**src/rtl/mmu_pkg.sv**
```systemverilog
package mmu_pkg;

    typedef enum logic [2:0] {
        ST_IDLE,
        ST_LOOKUP,
        ST_WALK_REQ,
        ST_WALK_WAIT,
        ST_CHECK,
        ST_REFILL,
        ST_RESP
    } xl_state_e;

    typedef enum logic [2:0] {
        FLT_NONE     = 3'd0,
        FLT_NO_ENTRY = 3'd1,
        FLT_UNMAPPED = 3'd2,
        FLT_PROT     = 3'd3,
        FLT_ABSENT   = 3'd4
    } fault_e;

    localparam logic [1:0] ACC_READ  = 2'd0;
    localparam logic [1:0] ACC_WRITE = 2'd1;
    localparam logic [1:0] ACC_EXEC  = 2'd2;

    // entry flag positions
    localparam int PTE_EXIST  = 0;
    localparam int PTE_MAPPED = 1;
    localparam int PTE_RESID  = 2;
    localparam int PTE_PERM_LSB  = 3;   // four permission bits: r, w, x, user
    localparam int PTE_FRAME_LSB = 7;

    // permission nibble layout as stored in the cache
    localparam int PERM_R = 0;
    localparam int PERM_W = 1;
    localparam int PERM_X = 2;
    localparam int PERM_U = 3;

    function automatic logic perm_ok(input logic [3:0] perm,
                                     input logic [1:0] acc,
                                     input logic       user);
        logic type_ok;
        unique case (acc)
            ACC_READ:  type_ok = perm[PERM_R];
            ACC_WRITE: type_ok = perm[PERM_W];
            ACC_EXEC:  type_ok = perm[PERM_X];
            default:   type_ok = 1'b0;
        endcase
        return type_ok && (!user || perm[PERM_U]);
    endfunction

endpackage

```
**src/rtl/mmu_pte_check.sv**
```systemverilog
module mmu_pte_check
    import mmu_pkg::*;
#(
    parameter int FRAME_W = 20,
    localparam int PTE_W  = FRAME_W + PTE_FRAME_LSB
) (
    input  logic [PTE_W-1:0]   pte,
    input  logic [1:0]         acc,
    input  logic               user,
    output fault_e             code,
    output logic [FRAME_W-1:0] frame,
    output logic [3:0]         perm
);

    assign perm  = pte[PTE_PERM_LSB +: 4];
    assign frame = pte[PTE_FRAME_LSB +: FRAME_W];

    // ordered checks: existence, mapping, protection, residency
    always_comb begin
        if (!pte[PTE_EXIST]) begin
            code = FLT_NO_ENTRY;
        end else if (!pte[PTE_MAPPED]) begin
            code = FLT_UNMAPPED;
        end else if (!perm_ok(perm, acc, user)) begin
            code = FLT_PROT;
        end else if (!pte[PTE_RESID]) begin
            code = FLT_ABSENT;
        end else begin
            code = FLT_NONE;
        end
    end

endmodule

```
**src/rtl/mmu_tlb.sv**
```systemverilog
module mmu_tlb #(
    parameter int ENTRIES = 8,
    parameter int VPN_W   = 20,
    parameter int FRAME_W = 20,
    localparam int IDX_W  = (ENTRIES > 1) ? $clog2(ENTRIES) : 1
) (
    input  logic               clk,
    input  logic               rst_n,
    input  logic               flush,
    input  logic [VPN_W-1:0]   lk_vpn,
    output logic               lk_hit,
    output logic [FRAME_W-1:0] lk_frame,
    output logic [3:0]         lk_perm,
    input  logic               wr_en,
    input  logic [VPN_W-1:0]   wr_vpn,
    input  logic [FRAME_W-1:0] wr_frame,
    input  logic [3:0]         wr_perm,
    output logic [ENTRIES-1:0] vmask
);

    logic [ENTRIES-1:0] vld_q;
    logic [VPN_W-1:0]   tag_q   [ENTRIES];
    logic [FRAME_W-1:0] frame_q [ENTRIES];
    logic [3:0]         perm_q  [ENTRIES];
    logic [ENTRIES-1:0] match;
    logic [IDX_W-1:0]   ptr_q;

    assign vmask = vld_q;

    // round-robin victim pointer, restarted by a flush
    always_ff @(posedge clk) begin
        if (!rst_n || flush) begin
            ptr_q <= '0;
        end else if (wr_en) begin
            ptr_q <= (ptr_q == IDX_W'(ENTRIES - 1)) ? '0 : ptr_q + 1'b1;
        end
    end

    for (genvar g = 0; g < ENTRIES; g++) begin : g_slot
        assign match[g] = vld_q[g] && (tag_q[g] == lk_vpn);

        always_ff @(posedge clk) begin
            if (!rst_n || flush) begin
                vld_q[g] <= 1'b0;
            end else if (wr_en && ptr_q == IDX_W'(g)) begin
                vld_q[g] <= 1'b1;
            end
        end

        always_ff @(posedge clk) begin
            if (wr_en && !flush && ptr_q == IDX_W'(g)) begin
                tag_q[g]   <= wr_vpn;
                frame_q[g] <= wr_frame;
                perm_q[g]  <= wr_perm;
            end
        end
    end

    // a flush in the lookup cycle wins over any match
    assign lk_hit = (|match) && !flush;

    always_comb begin
        lk_frame = '0;
        lk_perm  = '0;
        for (int i = 0; i < ENTRIES; i++) begin
            if (match[i]) begin
                lk_frame = lk_frame | frame_q[i];
                lk_perm  = lk_perm  | perm_q[i];
            end
        end
    end

endmodule

```
**src/rtl/mmu_xlate.sv**
```systemverilog
module mmu_xlate
    import mmu_pkg::*;
#(
    parameter int VA_W        = 32,
    parameter int PAGE_BITS   = 12,
    parameter int PT_IDX_W    = 6,
    parameter int TLB_ENTRIES = 8,
    parameter int FRAME_W     = 20,
    parameter int MEM_AW      = 16,
    localparam int VPN_W      = VA_W - PAGE_BITS,
    localparam int PA_W       = FRAME_W + PAGE_BITS,
    localparam int PTE_W      = FRAME_W + PTE_FRAME_LSB
) (
    input  logic              clk,
    input  logic              rst_n,
    input  logic              req_valid,
    output logic              req_ready,
    input  logic [VA_W-1:0]   req_vaddr,
    input  logic [1:0]        req_acc,
    input  logic              req_user,
    output logic              rsp_valid,
    output logic [PA_W-1:0]   rsp_paddr,
    output logic              rsp_fault,
    output logic [2:0]        rsp_code,
    output logic              mem_req_valid,
    input  logic              mem_req_ready,
    output logic [MEM_AW-1:0] mem_req_addr,
    input  logic              mem_rsp_valid,
    input  logic [PTE_W-1:0]  mem_rsp_data,
    input  logic              base_we,
    input  logic [MEM_AW-1:0] base_wdata,
    input  logic              flush
);

    xl_state_e state_q, state_d;

    logic [VPN_W-1:0]     vpn_q;
    logic [PAGE_BITS-1:0] off_q;
    logic [1:0]           acc_q;
    logic                 user_q;
    logic [MEM_AW-1:0]    base_q;
    logic [MEM_AW-1:0]    maddr_q;
    logic [PTE_W-1:0]     pte_q;
    logic                 stale_q;
    logic [PA_W-1:0]      res_paddr_q;
    fault_e               res_code_q;

    logic                 inv_all;
    logic                 in_range;
    logic                 lk_hit;
    logic [FRAME_W-1:0]   lk_frame;
    logic [3:0]           lk_perm;
    fault_e               chk_code;
    logic [FRAME_W-1:0]   chk_frame;
    logic [3:0]           chk_perm;
    logic                 fill_en;
    logic [TLB_ENTRIES-1:0] tlb_vmask;

    assign inv_all  = flush || base_we;
    assign in_range = (vpn_q[VPN_W-1:PT_IDX_W] == '0);
    assign fill_en  = (state_q == ST_REFILL);

    mmu_tlb #(
        .ENTRIES (TLB_ENTRIES),
        .VPN_W   (VPN_W),
        .FRAME_W (FRAME_W)
    ) u_tlb (
        .clk      (clk),
        .rst_n    (rst_n),
        .flush    (inv_all),
        .lk_vpn   (vpn_q),
        .lk_hit   (lk_hit),
        .lk_frame (lk_frame),
        .lk_perm  (lk_perm),
        .wr_en    (fill_en),
        .wr_vpn   (vpn_q),
        .wr_frame (chk_frame),
        .wr_perm  (chk_perm),
        .vmask    (tlb_vmask)
    );

    mmu_pte_check #(
        .FRAME_W (FRAME_W)
    ) u_check (
        .pte   (pte_q),
        .acc   (acc_q),
        .user  (user_q),
        .code  (chk_code),
        .frame (chk_frame),
        .perm  (chk_perm)
    );

    // state register
    always_ff @(posedge clk) begin
        if (!rst_n) begin
            state_q <= ST_IDLE;
        end else begin
            state_q <= state_d;
        end
    end

    // next state
    always_comb begin
        state_d = state_q;
        unique case (state_q)
            ST_IDLE: begin
                if (req_valid) state_d = ST_LOOKUP;
            end
            ST_LOOKUP: begin
                if (lk_hit || !in_range) state_d = ST_RESP;
                else                     state_d = ST_WALK_REQ;
            end
            ST_WALK_REQ: begin
                if (mem_req_ready) state_d = ST_WALK_WAIT;
            end
            ST_WALK_WAIT: begin
                if (mem_rsp_valid) state_d = ST_CHECK;
            end
            ST_CHECK: begin
                if (chk_code == FLT_NONE && !stale_q && !inv_all) state_d = ST_REFILL;
                else                                              state_d = ST_RESP;
            end
            ST_REFILL: state_d = ST_RESP;
            ST_RESP:   state_d = ST_IDLE;
            default:   state_d = ST_IDLE;
        endcase
    end

    // request capture and table base
    always_ff @(posedge clk) begin
        if (!rst_n) begin
            vpn_q  <= '0;
            off_q  <= '0;
            acc_q  <= '0;
            user_q <= 1'b0;
            base_q <= '0;
        end else begin
            if (state_q == ST_IDLE && req_valid) begin
                vpn_q  <= req_vaddr[VA_W-1:PAGE_BITS];
                off_q  <= req_vaddr[PAGE_BITS-1:0];
                acc_q  <= req_acc;
                user_q <= req_user;
            end
            if (base_we) begin
                base_q <= base_wdata;
            end
        end
    end

    // walk datapath
    always_ff @(posedge clk) begin
        if (!rst_n) begin
            maddr_q <= '0;
            pte_q   <= '0;
            stale_q <= 1'b0;
        end else begin
            unique case (state_q)
                ST_LOOKUP: begin
                    maddr_q <= base_q + MEM_AW'(vpn_q[PT_IDX_W-1:0]);
                    stale_q <= 1'b0;
                end
                ST_WALK_REQ: begin
                    if (inv_all) stale_q <= 1'b1;
                end
                ST_WALK_WAIT: begin
                    if (inv_all) stale_q <= 1'b1;
                    if (mem_rsp_valid) pte_q <= mem_rsp_data;
                end
                default: begin
                end
            endcase
        end
    end

    // result registers
    always_ff @(posedge clk) begin
        if (!rst_n) begin
            res_paddr_q <= '0;
            res_code_q  <= FLT_NONE;
        end else begin
            if (state_q == ST_LOOKUP) begin
                if (lk_hit) begin
                    if (perm_ok(lk_perm, acc_q, user_q)) begin
                        res_paddr_q <= {lk_frame, off_q};
                        res_code_q  <= FLT_NONE;
                    end else begin
                        res_paddr_q <= '0;
                        res_code_q  <= FLT_PROT;
                    end
                end else if (!in_range) begin
                    res_paddr_q <= '0;
                    res_code_q  <= FLT_NO_ENTRY;
                end
            end else if (state_q == ST_CHECK) begin
                res_code_q  <= chk_code;
                res_paddr_q <= (chk_code == FLT_NONE) ? {chk_frame, off_q} : '0;
            end
        end
    end

    // outputs
    always_comb begin
        req_ready     = (state_q == ST_IDLE);
        rsp_valid     = (state_q == ST_RESP);
        mem_req_valid = (state_q == ST_WALK_REQ);
        mem_req_addr  = maddr_q;
        rsp_paddr     = res_paddr_q;
        rsp_code      = res_code_q;
        rsp_fault     = (res_code_q != FLT_NONE);
    end

endmodule

```
**config.mk**
```make
export PLATFORM = sky130hd
export DESIGN_NAME = mmu_xlate
export DESIGN_NICKNAME = d
export VERILOG_FILES = /design/src/rtl/mmu_pkg.sv /design/src/rtl/mmu_pte_check.sv /design/src/rtl/mmu_tlb.sv /design/src/rtl/mmu_xlate.sv
export SDC_FILE = /design/constraint.sdc
export NUM_CORES = 1
export LEC_CHECK = 0
export ABC_AREA = 1
export BUFFER_PORTS_ARGS = -buffer_cell sky130_fd_sc_hd__buf_4
export CAP_MARGIN = 20
export CORE_MARGIN = 1.5
export CORE_UTILIZATION = 40
export DETAILED_ROUTE_END_ITERATION = 10
export PLACE_DENSITY = 0.58
export SYNTH_ARGS = -nofsm -noshare
export SYNTH_HDL_FRONTEND = slang
export SYNTH_HIERARCHICAL = 1
export SYNTH_SLANG_ARGS = --single-unit
```
**constraint.sdc**
```tcl
create_clock -name clk -period 4.74 [get_ports clk]
set_input_delay 0.711 -clock clk [delete_from_list [all_inputs] [get_ports clk]]
set_output_delay 0.711 -clock clk [all_outputs]
set_load 0.005 [all_outputs]
```
* After elaboration in Yosys (flattened, before gate mapping)
Memory sizes are Yosys's and may differ from the RTL's.
Cells that the tools add are included.
W data, S select, Z words.
** Storage, ports and cells
- Bits in registers :: 144
- Memory bits (writable) :: 352
- Logic and storage cells :: 269
- Memories :: 3
** Memories
- u_tlb.frame_q :: depth 8, width 20, rd ports 8, clocked after Yosys merged registers in 0, wr ports 1, line mmu_tlb.sv:23 : logic [FRAME_W-1:0] frame_q [ENTRIES];
- u_tlb.tag_q :: depth 8, width 20, rd ports 8, clocked after Yosys merged registers in 0, wr ports 1, line mmu_tlb.sv:22 : logic [VPN_W-1:0] tag_q [ENTRIES];
- u_tlb.perm_q :: depth 8, width 4, rd ports 8, clocked after Yosys merged registers in 0, wr ports 1, line mmu_tlb.sv:24 : logic [3:0] perm_q [ENTRIES];
** Cells by class
- $add $sub $neg :: 2
- Eq/ne operators :: 28
- Muxes and demuxes :: 126
- Bitwise gates (word level) :: 14
- Reduce and logical (&&, ||, !) cells :: 76
** Operator list (number)
- $mux W20 :: 22
- $reduce_or A20 Y1 :: 14
- $mux W32 :: 6
- $eq A20 B20 Y1 :: 8
- $or A20 B20 Y20 :: 7
- $mux W3 :: 34
- $mux W4 :: 15
- $mux W1 :: 43
- $logic_and A1 B1 Y1 :: 31
- $or A4 B4 Y4 :: 7
- $reduce_or A4 Y1 :: 7
- $eq A3 B3 Y1 const B :: 7
- $pmux W3 S6 :: 1
- $add A16 B6 Y16 :: 1
- $logic_not A14 Y1 :: 1
- $eq A3 B2 Y1 const B :: 4
- $logic_not A3 Y1 :: 3
- $reduce_or A8 Y1 :: 1
- $eq A3 B1 Y1 const B :: 2
- $pmux W1 S3 :: 2
- $reduce_and A2 Y1 :: 3
- $logic_not A1 Y1 :: 5
- $logic_or A1 B1 Y1 :: 5
- $mux W2 :: 2
- other kinds (12) :: 15

* Depth between registers and ports, before layout
An unclocked memory read counts as a cell.
- Depth after elaboration :: 26
- Mapped depth :: 21
- Mapped depth without buffers :: 19

* Hierarchy
The synthesis kept the hierarchy.
** By module, submodules not included
- mmu_tlb :: instances 1, cells an instance 1462, area an instance 15980.3 µm²
- mmu_xlate :: instances 1, cells an instance 902, area an instance 6293.5 µm²
- mmu_pte_check :: instances 1, cells an instance 45, area an instance 274.0 µm²

* Worst setup path before layout
Ideal clock, no wire load.
- Path type :: register to register
- From :: reg state_q[2]
- To :: mem u_tlb.frame_q[0][0], enable pin
- Arrival time :: 3.002 ns
- Data required time :: 4.294 ns
- Slack :: 1.293 ns
- Stages on the path, launching flop included :: 6
- Clock period less this slack :: 3.447 ns
- Path through :: dfxtp_1 -> inv_2 -> nor2_1 -> clkbuf_1 -> nand3_1 -> nor2_1
** On the way
- Longest elaborated chain between the ends :: 13
** Ends and longest elaborated chain
- from (decl) :: line mmu_xlate.sv:35 : xl_state_e state_q, state_d;
- from (signal assigned) :: line mmu_xlate.sv:98 : state_q <= state_d;
- $eq A3 B3 Y1 * :: line mmu_xlate.sv:61 : assign fill_en = (state_q == ST_REFILL);
- via fill_en :: line mmu_xlate.sv:56 : logic fill_en;
- $logic_and A1 B1 Y1 * :: line mmu_tlb.sv:51 : if (wr_en && !flush && ptr_q == IDX_W'(g)) begin
- $logic_and A1 B1 Y1 :: line mmu_tlb.sv:51
- $mux W1 :: line mmu_tlb.sv:51
- $mux W1 (implied by the code) :: line mmu_tlb.sv:53 : frame_q[g] <= wr_frame;
- $reduce_or A20 Y1 (no line)
- $mux W3 (no line) / $mux W1 (equally long branches) (7 in a row)
- to (decl) :: line mmu_tlb.sv:23
The timed path passes the listed nets; every way through them passes the cells marked *.

* Worst setup path after layout
- From :: reg vpn_q[19]
- To :: reg res_paddr_q[28] (netlist: rsp_paddr[28])
** On the way
- Longest elaborated chain between the ends :: 25
** Ends and longest elaborated chain
- from (decl) :: line mmu_xlate.sv:37 : logic [VPN_W-1:0] vpn_q;
- from (signal assigned) :: line mmu_xlate.sv:139 : vpn_q <= req_vaddr[VA_W-1:PAGE_BITS];
- $eq A20 B20 Y1 :: line mmu_tlb.sv:40 : assign match[g] = vld_q[g] && (tag_q[g] == lk_vpn);
- $logic_and A1 B1 Y1 :: line mmu_tlb.sv:40
- $mux W4 :: line mmu_tlb.sv:66 : if (match[i]) begin
- $or A4 B4 Y4 :: line mmu_tlb.sv:68 : lk_perm = lk_perm | perm_q[i];
- $mux W4 :: line mmu_tlb.sv:66
- $or A4 B4 Y4 :: line mmu_tlb.sv:68
- $mux W4 :: line mmu_tlb.sv:66
- $or A4 B4 Y4 :: line mmu_tlb.sv:68
- [... 9 more ...]
- via lk_perm[1] :: line mmu_xlate.sv:52 : logic [3:0] lk_perm;
- $pmux W1 S3 * :: line mmu_pkg.sv:42 : unique case (acc)
- $mux W1 * :: line mmu_xlate.sv:182 : if (lk_hit) begin
- $mux W1 * :: line mmu_xlate.sv:181 : if (state_q == ST_LOOKUP) begin
- $mux W1 * :: line mmu_xlate.sv:177 : if (!rst_n) begin
- $logic_and A1 B1 Y1 * :: line mmu_pkg.sv:48 : return type_ok && (!user || perm[PERM_U]);
- $mux W32 * :: line mmu_xlate.sv:183 : if (perm_ok(lk_perm, acc_q, user_q)) begin
- $mux W32 * :: line mmu_xlate.sv:182
- $mux W32 * :: line mmu_xlate.sv:181
- to (signal assigned) :: line mmu_xlate.sv:184 : res_paddr_q <= {lk_frame, off_q};
- to (signal assigned) :: line mmu_xlate.sv:196 : res_paddr_q <= (chk_code == FLT_NONE) ? {chk_frame, off_q} : '0;
- to (decl) :: line mmu_xlate.sv:45 : logic [PA_W-1:0] res_paddr_q;
The timed path passes the listed nets; every way through them passes the cells marked *. The select of a mux whose other input is x is not followed.
A chain may end at the register's enable or synchronous reset.

==> out/summary.json <==
{
  "gr_usage_total": {"value": 0.227},
  "fin_crit": {"value": 3.96, "unit": "ns"},
  "fin_setup_tns": {"value": 0, "unit": "ns"},
  "antennaDiodeCount": {"value": 0},
  "i_o_pin_count": {"value": 140},
  "netlist.top_cell.by_area": {"value": "edfxtp_1"},
  "post_drt_via_cell_ratio": {"value": 5.20},
  "arrival": {"value": 4.50, "unit": "ns"},
  "power.density_cell_area": {"value": 475, "unit": "mW/mm^2"},
  "cts_tree": {"value": "yes"},
  "commonest_non_fill_non_tap_cells_in_the_layout": {"value": "546 x nand2_1, 352 x edfxtp_1, 291 x inv_1, 233 x nor2_1, 185 x buf_4"},
  "grt_remaining_overflow": {"value": 0},
  "timing.setup.critical_path_class": {"value": "reg -> reg"},
  "detailedPlacementHpwl": {"value": 44.0, "unit": "mm"},
  "clockBufferDepth": {"value": 3},
  "fillers": {"value": 5294},
  "postCtsSetupBuffers": {"value": 0},
  "crit-reg2reg-launch": {"value": "vpn_q[19]"},
  "netlist-cell-type-count": {"value": 43},
  "slew_viol_final": {"value": 0},
  "chipWidth": {"value": 240, "unit": "um"},
  "crit_end": {"value": "rsp_paddr[28]"},
  "cts_made_buffers": {"value": 52},
  "setup.reg_to_reg.worst_slack": {"value": 0.78, "unit": "ns"},
  "cts_resized": {"value": 0},
  "postSynth.topFlopCell": {"value": "edfxtp_1"},
  "first_pass_iters": {"value": 5},
  "critical_path.reg2reg.endpoint": {"value": "rsp_paddr[28]"},
  "critPathLaunch": {"value": "vpn_q[19]"},
  "wl_per_cell": {"value": 19.7, "unit": "um"},
  "multi_input_comb_area": {"value": 0.00709, "unit": "mm^2"},
  "report.power.total": {"value": 12.3, "unit": "mW"},
  "area_growth": {"value": 14.9, "unit": "%"},
  "outcome": {"value": "finished, final reports clean"},
  "drt_wl_total": {"value": 65.0, "unit": "mm"},
  "synth_area": {"value": 0.0225, "unit": "mm^2"},
  "postSynthRegisterBits": {"value": 496},
  "cts_hold_repair.buffers": {"value": 0},
  "tightest_slew": {"value": 1.10, "unit": "ns"},
  "start_kind": {"value": "flip-flop"},
  "ff2ff_path_depth": {"value": 17},
  "start_util": {"value": 0.407},
  "fin_cells": {"value": 3306},
  "synth.top_cell.area_share": {"value": 0.469},
  "die_area": {"value": 0.0578, "unit": "mm^2"},
  "first_global_vias": {"value": 16500},
  "seqCellArea": {"value": 0.0135, "unit": "mm^2"},
  "numPlacedInstances": {"value": 3208},
  "worst_path_max_fanout": {"value": 20},
  "vertical_extent_of_the_die": {"value": 240, "unit": "um"},
  "crit_required": {"value": 5.28, "unit": "ns"},
  "final_min_period_over_clock_period": {"value": 0.835},
  "cts.reportedPaths.clkPinSlew": {"value": 0.06, "unit": "ns"},
  "syn-mean-instance-area": {"value": 9.36, "unit": "um^2"},
  "grt_setup_unrepaired": {"value": "no"},
  "detail-route-antenna-nets": {"value": 0},
  "post_synth_inst_count": {"value": 2409},
  "drt_drc_violations_left": {"value": 0},
  "num-nets-final": {"value": 2612},
  "fp.coreArea": {"value": 0.0554, "unit": "mm^2"},
  "number_of_antenna_violations_at_the_first_check_in_global_routing": {"value": 0},
  "synth-async-reset-ratio": {"value": 0},
  "crit_path_end_kind": {"value": "flip-flop"},
  "hold_path_class": {"value": "in -> reg"},
  "layout_commonest_cell": {"value": "nand2_1"},
  "std_cell_rows": {"value": 86},
  "fin_util": {"value": 0.468},
  "clock-root-buffer": {"value": "clkbuf_16"},
  "timing.max_cap.violations": {"value": 0},
  "post_synth_main_area_contributors": {"value": "edfxtp_1 47%, dfxtp_1 13%, nand2_1 9.1%"},
  "clkSinkCount": {"value": 496},
  "portBuffers": {"value": 139},
  "detail_route.iter0.violations": {"value": 1462},
  "synth_seq_area_share": {"value": 0.597},
  "finalWeightedCongestion": {"value": 0.880},
  "yosysWarnings": {"value": 6},
  "timing.final.setup_violations": {"value": 0},
  "ctsHtreeMaxLevel": {"value": 2},
  "grt_pass1_wl": {"value": 99.4, "unit": "mm"},
  "synth_fp_nets": {"value": 2507},
  "grt_max_degree": {"value": 98},
  "relSlewSlack": {"value": 0.265},
  "finClkSkew": {"value": 0.0229, "unit": "ns"},
  "final_critical_path_setup_slack": {"value": 0.783, "unit": "ns"},
  "leakagePower": {"value": 10.5, "unit": "nW"},
  "hold_viol": {"value": 0},
  "worst_ir_drop_vdd": {"value": 344, "unit": "uV"},
  "synth_enable_flop_cells": {"value": 352},
  "insertion_delay": {"value": 0.61, "unit": "ns"},
  "post_route_cells_drive_above_1_share": {"value": 0.138},
  "detailroute.via_count": {"value": 17200},
  "clock.fmax": {"value": 253, "unit": "MHz"},
  "pre_cts_ws": {"value": 0.838, "unit": "ns"}
}
cell families (layout without fill, tap and decap cells):
kind of cell               after synthesis  in the layout  share of synthesized area
AOI/OAI and AO/OA                      287            287                     0.0672
xor gates and xnor gates                32             32                     0.0124
adders and majority gates               13             13                    0.00755
buffers and inverters                  450            599                     0.0921
DFF                                    496            496                      0.597
and+or+nand+nor                       1131           1131                      0.224
routing by layer:
| metal | global-route usage | part of all wire |
|---|---|---|
| met1 | 0.319 | 0.45 |
| met2 | 0.366 | 0.46 |
| met3 | 0.0378 | 0.069 |
| met4 | 0.0557 | 0.021 |
| met5 | 0 | 0 |
synthesized netlist by cell type (40+ instances only):
master / count
nand2_1: 546
nor2_1: 242
buf_2: 40
buf_4: 49
nand4_1: 153
o21ai_1: 43
o21ai_0: 125
inv_1: 291
dfxtp_1: 144
a21oi_1: 91
edfxtp_1: 352
nand3_1: 127
layout make-up:
type	count	share of cell area
Clock buffer	62	0.0536
Tap cell	748	0.0361
Inverter	312	0.0453
Clock inverter	36	0.0155
Timing Repair Buffer	189	0.0567
Multi-Input combinational cell	1463	0.274
Sequential cell	496	0.519
stage by stage:
step | cell area [um^2] | hold WS (ns)
CTS | 25900 | 0.316
floorplan | 22500 | 0.430
finish | 25900 | 0.337
global route | 25900 | 0.346
detailed placement | 24100 | 0.454
global placement | 24100 | 0.448
registers in the layout (all words and copies together) (netlist names):
register	flops
acc_q	2
base_q	16
mem_req_addr	16
off_q	12
pte_q	27
rsp_code	3
rsp_paddr	32
stale_q	1
state_q	3
u_tlb/frame_q	160
u_tlb/perm_q	32
u_tlb/ptr_q	3
u_tlb/tag_q	160
u_tlb/vmask	8
user_q	1
vpn_q	20
worst max-delay path, stage by stage, from the launching register on:
cell	delay, ns
dfxtp_1	0.76
inv_2	0.31
nand2_1	0.13
nand2_1	0.10
nor2_1	0.18
nand2_1	0.13
nor2_4	0.35
buf_4	0.28
nand4_1	0.11
nand2_1	0.08
nor2_1	0.06
nand2_1	0.06
nand3_1	0.07
nand3_1	0.15
nand3_2	0.56
o21ai_1	0.36
nor2_1	0.07
nor2_1	0.09
power by group:
part | total (mW) | switching (mW) | internal, mW
combinational | 2.56 | 1.69 | 0.871
clock | 4.31 | 1.73 | 2.58
sequential | 5.44 | 0.396 | 5.04
worst min-delay path by stage:
| stage | from | endpoint | slack (ns) | cells after the start |
|---|---|---|---|---|
| 6_report | base_wdata[4] | base_q[4] | 0.34 | 3 |
| 3_3_place_gp | off_q[5] | off_q[5] | 0.45 | 2 |
| 2_1_floorplan | off_q[0] | off_q[0] | 0.43 | 2 |
| 5_1_grt | base_wdata[11] | base_q[11] | 0.35 | 3 |
| 4_1_cts | base_wdata[4] | base_q[4] | 0.32 | 3 |
| 3_5_place_dp | off_q[5] | off_q[5] | 0.45 | 2 |
Power figures use the tool's default switching activity.
